File: src/rtl/march_pkg.sv
package march_pkg;

    typedef enum logic [1:0] {
        ST_IDLE,
        ST_RUN,
        ST_PAUSE,
        ST_DRAIN
    } bist_st_t;

    // op0_rd: first op is a read; op0_val / op1_val: background bit of each op
    typedef struct packed {
        logic two;
        logic desc;
        logic op0_rd;
        logic op0_val;
        logic op1_val;
    } elem_t;

    localparam logic [2:0] ELEM_LAST_MARCH = 3'd5;
    localparam logic [2:0] ELEM_RET_WR     = 3'd6;
    localparam logic [2:0] ELEM_RET_RD     = 3'd7;

    function automatic elem_t elem_info(input logic [2:0] e);
        elem_t r;
        case (e)
            3'd0: r = '{two: 1'b0, desc: 1'b0, op0_rd: 1'b0, op0_val: 1'b0, op1_val: 1'b0};
            3'd1: r = '{two: 1'b1, desc: 1'b0, op0_rd: 1'b1, op0_val: 1'b0, op1_val: 1'b1};
            3'd2: r = '{two: 1'b1, desc: 1'b0, op0_rd: 1'b1, op0_val: 1'b1, op1_val: 1'b0};
            3'd3: r = '{two: 1'b1, desc: 1'b1, op0_rd: 1'b1, op0_val: 1'b0, op1_val: 1'b1};
            3'd4: r = '{two: 1'b1, desc: 1'b1, op0_rd: 1'b1, op0_val: 1'b1, op1_val: 1'b0};
            3'd5: r = '{two: 1'b0, desc: 1'b0, op0_rd: 1'b1, op0_val: 1'b0, op1_val: 1'b0};
            3'd6: r = '{two: 1'b0, desc: 1'b0, op0_rd: 1'b0, op0_val: 1'b1, op1_val: 1'b0};
            3'd7: r = '{two: 1'b0, desc: 1'b0, op0_rd: 1'b1, op0_val: 1'b1, op1_val: 1'b0};
        endcase
        return r;
    endfunction

endpackage

File: src/rtl/march_seq.sv
module march_seq
    import march_pkg::*;
#(
    parameter int ADDR_W = 4,
    parameter int WAIT_W = 16
) (
    input  logic              clk,
    input  logic              rst_n,
    input  logic              start,
    input  logic              ret_en,
    input  logic              stop_fail,
    input  logic [WAIT_W-1:0] wait_cycles,
    input  logic              miscmp,
    output logic              op_rd,
    output logic              op_wr,
    output logic [ADDR_W-1:0] op_addr,
    output logic              op_val,
    output logic [2:0]        op_elem,
    output logic              done,
    output logic              busy,
    output logic              start_acc
);
    localparam logic [ADDR_W-1:0] ADDR_MAX = {ADDR_W{1'b1}};

    bist_st_t          st, st_n;
    logic [2:0]        elem, elem_n;
    logic [ADDR_W-1:0] addr, addr_n;
    logic              phase, phase_n;
    logic [WAIT_W-1:0] cnt, cnt_n;
    logic              done_n;
    logic              ret_q, stop_q;
    logic [WAIT_W-1:0] wait_q;

    elem_t info, info_nx;
    logic  cur_rd, cur_val, last_op, last_addr, halt, issue;

    always_comb begin
        info      = elem_info(elem);
        info_nx   = elem_info(elem + 3'd1);
        cur_rd    = phase ? 1'b0 : info.op0_rd;
        cur_val   = phase ? info.op1_val : info.op0_val;
        last_op   = info.two ? phase : 1'b1;
        last_addr = info.desc ? (addr == '0) : (addr == ADDR_MAX);
        halt      = (st == ST_RUN) && stop_q && miscmp;
        issue     = (st == ST_RUN) && !halt;
        start_acc = (st == ST_IDLE) && start;
    end

    // next-state logic
    always_comb begin
        st_n    = st;
        elem_n  = elem;
        addr_n  = addr;
        phase_n = phase;
        cnt_n   = cnt;
        done_n  = 1'b0;
        unique case (st)
            ST_IDLE: begin
                if (start) begin
                    st_n    = ST_RUN;
                    elem_n  = '0;
                    addr_n  = '0;
                    phase_n = 1'b0;
                end
            end
            ST_RUN: begin
                if (halt) begin
                    st_n   = ST_IDLE;
                    done_n = 1'b1;
                end else if (!last_op) begin
                    phase_n = 1'b1;
                end else begin
                    phase_n = 1'b0;
                    if (!last_addr) begin
                        addr_n = info.desc ? addr - 1'b1 : addr + 1'b1;
                    end else if ((elem == ELEM_LAST_MARCH && !ret_q) || elem == ELEM_RET_RD) begin
                        st_n = ST_DRAIN;
                    end else if (elem == ELEM_RET_WR) begin
                        st_n  = ST_PAUSE;
                        cnt_n = wait_q;
                    end else begin
                        elem_n = elem + 3'd1;
                        addr_n = info_nx.desc ? ADDR_MAX : '0;
                    end
                end
            end
            ST_PAUSE: begin
                if (cnt == '0) begin
                    st_n   = ST_RUN;
                    elem_n = ELEM_RET_RD;
                    addr_n = '0;
                end else begin
                    cnt_n = cnt - 1'b1;
                end
            end
            ST_DRAIN: begin
                st_n   = ST_IDLE;
                done_n = 1'b1;
            end
        endcase
    end

    // state register
    always_ff @(posedge clk or negedge rst_n) begin
        if (!rst_n) begin
            st     <= ST_IDLE;
            elem   <= '0;
            addr   <= '0;
            phase  <= 1'b0;
            cnt    <= '0;
            done   <= 1'b0;
            ret_q  <= 1'b0;
            stop_q <= 1'b0;
            wait_q <= '0;
        end else begin
            st    <= st_n;
            elem  <= elem_n;
            addr  <= addr_n;
            phase <= phase_n;
            cnt   <= cnt_n;
            done  <= done_n;
            if (start_acc) begin
                ret_q  <= ret_en;
                stop_q <= stop_fail;
                wait_q <= wait_cycles;
            end
        end
    end

    // outputs
    always_comb begin
        op_rd   = issue && cur_rd;
        op_wr   = issue && !cur_rd;
        op_addr = addr;
        op_val  = cur_val;
        op_elem = elem;
        busy    = (st != ST_IDLE);
    end

endmodule

File: src/rtl/march_cmp.sv
module march_cmp #(
    parameter int ADDR_W = 4,
    parameter int DATA_W = 8
) (
    input  logic              clk,
    input  logic              rst_n,
    input  logic              clear,
    input  logic              rd_issue,
    input  logic [ADDR_W-1:0] rd_addr,
    input  logic              rd_val,
    input  logic [2:0]        rd_elem,
    input  logic [DATA_W-1:0] mem_rdata,
    output logic              miscmp,
    output logic              fail,
    output logic [ADDR_W-1:0] fail_addr,
    output logic [2:0]        fail_elem,
    output logic [DATA_W-1:0] fail_data
);
    logic              pv;
    logic [ADDR_W-1:0] paddr;
    logic              pexp;
    logic [2:0]        pelem;

    always_comb miscmp = pv && (mem_rdata != {DATA_W{pexp}});

    always_ff @(posedge clk or negedge rst_n) begin
        if (!rst_n) begin
            pv    <= 1'b0;
            paddr <= '0;
            pexp  <= 1'b0;
            pelem <= '0;
        end else begin
            pv    <= rd_issue;
            paddr <= rd_addr;
            pexp  <= rd_val;
            pelem <= rd_elem;
        end
    end

    always_ff @(posedge clk or negedge rst_n) begin
        if (!rst_n) begin
            fail      <= 1'b0;
            fail_addr <= '0;
            fail_elem <= '0;
            fail_data <= '0;
        end else if (clear) begin
            fail      <= 1'b0;
            fail_addr <= '0;
            fail_elem <= '0;
            fail_data <= '0;
        end else if (miscmp && !fail) begin
            fail      <= 1'b1;
            fail_addr <= paddr;
            fail_elem <= pelem;
            fail_data <= mem_rdata;
        end
    end

endmodule

File: src/rtl/march_bist_ctrl.sv
module march_bist_ctrl #(
    parameter int ADDR_W = 4,
    parameter int DATA_W = 8,
    parameter int WAIT_W = 16
) (
    input  logic              clk,
    input  logic              rst_n,
    input  logic              start,
    input  logic              ret_en,
    input  logic              stop_fail,
    input  logic [WAIT_W-1:0] wait_cycles,
    output logic              done,
    output logic              fail,
    output logic [ADDR_W-1:0] fail_addr,
    output logic [2:0]        fail_elem,
    output logic [DATA_W-1:0] fail_data,
    output logic [ADDR_W-1:0] mem_addr,
    output logic              mem_we,
    output logic              mem_re,
    output logic [DATA_W-1:0] mem_wdata,
    input  logic [DATA_W-1:0] mem_rdata
);
    logic              op_rd, op_wr, op_val, miscmp, busy_w, start_acc;
    logic [ADDR_W-1:0] op_addr;
    logic [2:0]        op_elem;

    march_seq #(.ADDR_W(ADDR_W), .WAIT_W(WAIT_W)) u_seq (
        .clk(clk), .rst_n(rst_n), .start(start), .ret_en(ret_en),
        .stop_fail(stop_fail), .wait_cycles(wait_cycles), .miscmp(miscmp),
        .op_rd(op_rd), .op_wr(op_wr), .op_addr(op_addr), .op_val(op_val),
        .op_elem(op_elem), .done(done), .busy(busy_w), .start_acc(start_acc)
    );

    march_cmp #(.ADDR_W(ADDR_W), .DATA_W(DATA_W)) u_cmp (
        .clk(clk), .rst_n(rst_n), .clear(start_acc), .rd_issue(op_rd),
        .rd_addr(op_addr), .rd_val(op_val), .rd_elem(op_elem),
        .mem_rdata(mem_rdata), .miscmp(miscmp), .fail(fail),
        .fail_addr(fail_addr), .fail_elem(fail_elem), .fail_data(fail_data)
    );

    always_comb begin
        mem_addr  = op_addr;
        mem_we    = op_wr;
        mem_re    = op_rd;
        mem_wdata = {DATA_W{op_val}};
    end

endmodule

File: config.mk
export PLATFORM = sky130hd
export DESIGN_NAME = march_bist_ctrl
export DESIGN_NICKNAME = d
export VERILOG_FILES = /design/src/rtl/march_pkg.sv /design/src/rtl/march_seq.sv /design/src/rtl/march_cmp.sv /design/src/rtl/march_bist_ctrl.sv
export SDC_FILE = /design/constraint.sdc
export NUM_CORES = 1
export LEC_CHECK = 0
export ABC_AREA = 1
export BUFFER_PORTS_ARGS = -buffer_cell sky130_fd_sc_hd__buf_2
export CORE_ASPECT_RATIO = 0.9
export CORE_MARGIN = 2
export CORE_UTILIZATION = 37
export DETAILED_ROUTE_END_ITERATION = 10
export HOLD_SLACK_MARGIN = 0.06
export PLACE_DENSITY = 0.69
export SYNTH_ARGS = -nofsm -noshare
export SYNTH_HDL_FRONTEND = slang
export SYNTH_SLANG_ARGS = --single-unit
File: constraint.sdc
create_clock -name clk -period 1.8 [get_ports clk]
set_input_delay 0.18 -clock clk [delete_from_list [all_inputs] [get_ports clk]]
set_output_delay 0.18 -clock clk [all_outputs]
set_load 0.05 [all_outputs]
==> reports/results.ini <==
[critical_path]
cp_top_family=buffers and inverters
path_class=reg -> out
crit_fanout=5
critPathRequiredTime_ns=1.62
slowest_delay_ns=0.39
worst-path-buf-inv=4
cp_cell_sequence=inv_2 -> buf_6 -> ha_4 -> o211ai_1 -> buf_4 -> o31ai_4 -> buf_6
crit_top_cell=buf_6
cpMaxStageDelayCell=dfrtp_1
start_kind=register
critPathArrivalTime_ns=1.80
critPathCaptureType=output pin

[synth]
synthCells=559
yosys.cell_types.count=33
yosysWarnings=0
ys_seq_elements=70
synth_area_um2=4060
yosysSeqAreaShare_pct=43.1
syn_nets=604
avgSynthCellArea_um2=7.27

[run]
drv_cap=0

[pwr]
peakVddDrop_uv=814
p_per_area_nw_per_um2=2060
leakage_uw=0.00311

[finish]
register_area_um2=1750
antenna_cells=0
layout.nets=728
layout_commonest_cell=nand2_1
final_cell_mix=nand2_1, dfrtp_1, nand3_1, buf_4, inv_1
drive_gt1_share_pct=30.9
fin_cells=820
area_growth_pct=43.6
fillCellCount=915
final_area_um2=5830
multi_input_area_um2=2270

[route]
dr.pass1.iters=6
drc=0
vias=4074
routed_wirelength_um=11600
viasPerCell=4.97
ant_nets=0
wl_per_cell_um=14.2
drtIter0Drc=368

[die]
coreArea_um2=10800
initial_core_util_pct=37.7
dieWidth_um=114
pin_count=60
die_h_um=103
die_area_um2=11800
std_cell_rows=36

[clock_network]
insertion_delay_ns=0.34
clkTransAtPathRegs_ns=0.06
cts_tree=yes
ctsHtreeMaxLevel=3
cts_buffer_depth=2
cts_buffers=9
cts_root_buffer=clkbuf_16
cts.sinks=70

[grt]
grt_antenna_before_repair=0
grt_usage_pct=19.0
grt_pass1_wl_um=17900
grt-ovfl-total=0
grt_max_degree=30
grt_pass1_vias=3884

[sta]
tightestPinTransition_ns=0.577
hold_viol=0
setup_ws_ns=-0.176
maxSlewViolCount=0
maxSlewHeadroom_pct=61.5
setup_violations=33
fin_crit_ns=1.98
fmax_mhz=506
skew_ns=0.00730
post-route-period-util_pct=110
rsz0062_at_grt=yes

[placed_design]
place_ws_ns=-0.0945
place.port_buffers=59
place_congestion=0.833
hpwlAfterDp_um=7160
place_inst=766
placed_cell_area_um2=4730

[status]
run_status=complete, but fails checks
violations=setup timing

[min_path]
hp-class=in -> reg

[layout make-up]
type	count	share of cell area, %
clock buffers	9	3.86
repair buffers	138	18.7
clock inverters	6	1.91
multi-input cells	407	38.9
inverters	57	3.71
flip-flops and latches	70	30.1
well taps	133	2.85
[state kept, by name, indices dropped and copies added, names as in the netlist]
signal           flops
u_seq.wait_q        16
u_seq.ret_q          1
u_cmp.fail_addr      4
u_cmp.pv             1
u_seq.phase          1
u_cmp.fail_data      8
u_cmp.fail           1
u_seq.done           1
u_cmp.paddr          4
u_cmp.pexp           1
u_seq.op_addr        4
u_seq.stop_q         1
u_cmp.fail_elem      3
u_seq.op_elem        3
u_seq.st             2
u_cmp.pelem          3
u_seq.cnt           16
[per-layer routing]
layer / global-route usage, % / vias to the layer above / wire (µm)
met1: 24.4 / 1889 / 5200
met2: 32.1 / 144 / 5570
met3: 4.49 / 33 / 584
li1: - / 2008 / -
met5: 0 / - / 0
met4: 5.53 / 0 / 299
[power by group]
part           switching, µW  internal (µW)  total, µW
sequential               491           2210       2700
clock                    691           1350       2040
combinational           4580           2720       7300
[repair_timing]
action / in CTS / in global routing
setup endpoints to repair: 33 / 42
setup buffers: 10 / 10
pin swaps: 10 / 30
gates resized for setup: 44 / 59
hold endpoints to repair: 31 / 0
hold buffers: 16 / 0
cloned: 3 / 0
[per-stage QoR]
stage          power [µW]  hold slack [ns]  setup TNS (ns)  utilization, %
6_report            12000           0.0614           -3.14            54.2
5_1_grt             12800           0.0779           -5.62            54.2
4_1_cts             10900           0.0633           -1.02            51.0
3_5_place_dp         8220            0.187          -0.690            43.9
3_3_place_gp         8080            0.184         -0.0439            43.9
2_1_floorplan        6850           -0.116         -0.0430               -
[cell families (layout without fill, tap and decap cells)]
logic type	Yosys count	after routing	share of synthesized area, %
fa+ha+maj	16	16	5.11
buf+inv	84	210	9.55
compound gates	39	40	5.73
xor+xnor	2	2	0.431
simple gates	348	349	36.1
flops	70	70	43.1
[path summary, 6_finish.rpt]
kind,from,endpoint,slack [ns],cells past startpoint
hold reg to reg,u_cmp.pelem[2],u_cmp.fail_elem[2],0.47,2
max in group asynchronous,rst_n,u_seq.wait_q[8],0.87,3
min in group asynchronous,rst_n,u_seq.op_addr[1],0.38,2
hold / removal,wait_cycles[4],u_seq.wait_q[4],0.06,3
setup reg to reg,u_seq.op_elem[1],u_seq.op_elem[2],-0.11,13
setup / recovery,u_seq.op_elem[0],mem_wdata[0],-0.18,7
[cell usage after synthesis]
master / count / share of area [%]
nand3_1: 67 / 8.3
o21ai_0: 13 / 1.6
o21a_1: 1 / 0.18
a22oi_1: 2 / 0.37
o31ai_1: 9 / 1.7
inv_2: 1 / 0.092
buf_4: 8 / 1.5
inv_4: 1 / 0.15
nor2_2: 2 / 0.31
and2_1: 1 / 0.15
nor2_4: 2 / 0.55
a31oi_1: 4 / 0.62
nand2_1: 215 / 20
inv_1: 55 / 5.1
dfrtp_1: 70 / 43
nor3_1: 1 / 0.12
nand3_2: 2 / 0.49
buf_2: 2 / 0.25
buf_1: 2 / 0.18
xnor2_1: 1 / 0.22
a21oi_1: 8 / 0.99
fa_1: 1 / 0.49
o21ai_1: 1 / 0.12
ha_1: 15 / 4.6
nand3b_1: 3 / 0.55
nand2_4: 1 / 0.28
buf_6: 5 / 1.4
o211ai_1: 1 / 0.18
nand2_2: 5 / 0.77
xor2_1: 1 / 0.22
clkbuf_1: 10 / 0.92
nand4_1: 3 / 0.46
nor2_1: 46 / 4.3
[worst register-to-register path: stages, from the launching register on]
cell     delay (ns)
dfrtp_1        0.43
inv_2          0.09
ha_4           0.18
inv_1          0.06
nand2_1        0.08
nand2_2        0.10
nand2_2        0.08
nand3_2        0.10
nand3_2        0.09
nor2_4         0.18
buf_12         0.15
buf_8          0.13
nand3_1        0.08
nand2_1        0.08
Power figures use the tool's default switching activity.
